$ cat config.mk
export PLATFORM = sky130hd
export DESIGN_NAME = imm_override
export DESIGN_NICKNAME = d
export VERILOG_FILES = /design/src/rtl/imm_override.sv
export SDC_FILE = /design/constraint.sdc
export NUM_CORES = 1
export LEC_CHECK = 0
export ABC_AREA = 0
export ABC_CLOCK_PERIOD_IN_PS = 1550
export BUFFER_PORTS_ARGS = -buffer_cell sky130_fd_sc_hd__buf_2
export CAP_MARGIN = 40
export CORE_ASPECT_RATIO = 0.7
export CORE_MARGIN = 4
export CORE_UTILIZATION = 25
export CTS_BUF_LIST = sky130_fd_sc_hd__clkbuf_8 sky130_fd_sc_hd__clkbuf_16
export DETAILED_ROUTE_END_ITERATION = 6
export SLEW_MARGIN = 20
export SYNTH_ARGS = -nofsm -noshare
export SYNTH_HDL_FRONTEND = slang
export SYNTH_SLANG_ARGS = --single-unit
$ cat constraint.sdc
create_clock -name clk -period 1.55 [get_ports clk]
set_clock_uncertainty 0.15 [all_clocks]
set_input_delay 0.31 -clock clk [delete_from_list [all_inputs] [get_ports clk]]
set_output_delay 0.31 -clock clk [all_outputs]
set_load 0.01 [all_outputs]
$ cat src/rtl/imm_override.sv
module imm_override #(
  parameter int BYTE_W = 8,
  parameter int NBYTES = 3
) (
  input  logic                     clk,
  input  logic                     rst_n,
  input  logic [BYTE_W*NBYTES-1:0] raw_imm,
  input  logic [NBYTES-1:0]        ovr_wr,
  input  logic [BYTE_W-1:0]        ovr_data,
  output logic [BYTE_W*NBYTES-1:0] eff_imm
);
  localparam int IMM_W = BYTE_W * NBYTES;

  logic [IMM_W-1:0] held;
  logic             armed;

  for (genvar k = 0; k < NBYTES; k++) begin : g_byte
    always_ff @(posedge clk or negedge rst_n) begin
      if (!rst_n)         held[k*BYTE_W +: BYTE_W] <= '0;
      else if (ovr_wr[k]) held[k*BYTE_W +: BYTE_W] <= ovr_data;
    end
  end

  always_ff @(posedge clk or negedge rst_n) begin
    if (!rst_n) armed <= 1'b0;
    else        armed <= ovr_wr[0];
  end

  assign eff_imm = armed ? held : raw_imm;
endmodule

==> reports/qor.txt <==
run status: finished with violations
failing checks: setup timing
Slowest-stage cell, CP: dfrtp_2
Final Hold Fails: 0
Mapped Area: 1308 um^2
min cycle time layout: 1.777 ns
Synth Register Bits: 25
via count: 882
worst-case clock buffer depth: 2
crit-path max FO: 8
io pins: 61
die area: 6469 um^2
Slew @ Worst Pin: 0.5429 ns
pwr dens: 835.5 nW/um^2
post-DP HPWL: 2531 um
Seq/Total Area, Yosys: 47.85%
PnR worst setup slack: -0.2274 ns
Startpoint Class: register
share of cells above drive strength 1: 81.69%
Starting Density: 26.61%
latest clock arrival within the worst-skew pair: 0.25 ns
DR iter-0 viols: 12
GRT Total Usage: 9.822%
leakage: 0.0009264 uW
antenna-violating nets left: 0
Nets: 180
Min Hold Slack: 0.1468 ns
Die Width: 94.44 um
initial antenna violation count: 0
commonest non-fill, non-tap cell in the layout: buf_2
area delta synth->final: 45.17%
placed cells: 205
CP Capture Type: output pin
Synthesized Nets: 116
DR WL/cell: 15.54 um
CTS sink count: 25
CP delay by family, top: flip-flops
Critical Path AT: 1.32 ns
CTS Root Buffer Type: clkbuf_8
syn_area_per_cell: 16.55 um^2
final setup fails: 24
Fillers: 478
RSZ-0062 raised after global routing: true
Post-CTS Setup Bufs: 0
Routed WL: 3279 um
max-cap violation count: 0
GP Congestion: 0.6736
ANT cells: 0
vias in the first global route: 958
H-tree depth: 1
period utilization: 114.7%
die span in y: 68.51 um
fin cells: 211
dpl ws: 0.04054 ns
Core Rows: 21
setup TNS: -5.076 ns
DR pass1 iterations: 4
finished layout cell area: 1898 um^2
CP bufs+invs: 2
register-to-register setup slack: 0.62 ns
slowest stage delay, CP: 0.46 ns
largest net degree at the start of global routing: 26
DRC Markers: 0
Req. time, crit path: 1.09 ns
commonest non-fill, non-tap cells in the layout: 36 x buf_2, 27 x buf_6, 24 x mux2_4, 24 x mux2_2, 24 x dfrtp_1
vias per cell: 4.180
Port Buffers: 60
Worst-path clk slew: 0.08 ns
final slew viol count: 0
post-synth cell types: 6
global-route wire length before repair: 4788 um
maximum vdd drop: 0.2304 mV
Post-Synthesis Cells: 79
Rel. slew slack: 63.80%
core region area: 4913 um^2
CTS tree: yes
HP Class: input port to register
CTS Buf Count: 3
placed cell areas: 1650 um^2
worst path cell trace: buf_8 > mux2_4 > buf_6
fmax: 562.6 MHz
Yosys warnings: 0
GRT overflow: 0
CP Class: register to output pin
==> synth_stat cells (all sizes together) <==
master | instances | area, um^2
buf | 6 | 66.31
mux2 | 48 | 615.6
dfrtp | 25 | 625.6
==> where the power goes <==
| group | internal (uW) | switching (uW) |
|---|---|---|
| logic | 305 | 166 |
| registers | 716 | 39.2 |
| clock network | 176 | 183 |
==> state kept, by name, summed over array words and instances, names as in the netlist <==
name	count
held	24
armed	1
==> cells by family (layout without fill, tap and decap cells) <==
group    count (synthesis)  count (layout)  synth area share, %
buf+inv                  6              69                5.071
flops                   25              25                47.85
mux                     48              48                47.08
==> per-stage QoR <==
stage                     utilization (%)  total power [uW]
after detailed placement            33.59              1139
final                               38.63              1586
after global placement              33.59              1122
after global routing                38.63              1661
after CTS                           37.20              1571
after floorplan                         -             992.1
==> final timing paths <==
kind | end | start | depth (start not counted)
worst max-delay path | eff_imm[15] | armed$_DFF_PN0_ | 3
worst min-delay path | armed$_DFF_PN0_ | ovr_wr[0] | 1
worst max register to register | held[7]$_DFFE_PN0P_ | held[7]$_DFFE_PN0P_ | 1
worst min register to register | held[0]$_DFFE_PN0P_ | held[0]$_DFFE_PN0P_ | 1
max in group asynchronous | armed$_DFF_PN0_ | rst_n | 2
min in group asynchronous | held[16]$_DFFE_PN0P_ | rst_n | 2
==> per-layer routing <==
layer  share of wire, %  global-route usage, %  vias to the layer above
met1                 40                  11.57                      436
met3                7.7                  2.603                        2
met5                  0                      0                        -
li1                   -                      -                      412
met4               0.12                  1.081                        0
met2                 52                  18.73                       32
==> layout make-up <==
| cell class | instances | area, um^2 | area share [%] |
|---|---|---|---|
| sequential | 25 | 626.9 | 33.03 |
| tap | 69 | 86.33 | 4.548 |
| multi-input combinational | 48 | 630.6 | 33.22 |
| clock inverter | 1 | 3.754 | 0.1978 |
| clock buffer | 3 | 41.29 | 2.175 |
| timing repair buffer | 65 | 509.2 | 26.83 |
==> timing repair <==
item / in CTS / in global routing
resized for setup: 23 / 13
hold buffers: 1 / 0
setup endpoints to repair: 24 / 24
cloned: 1 / 0
endpoints found under the hold margin: 25 / 0
(Power assumes the default switching activity.)
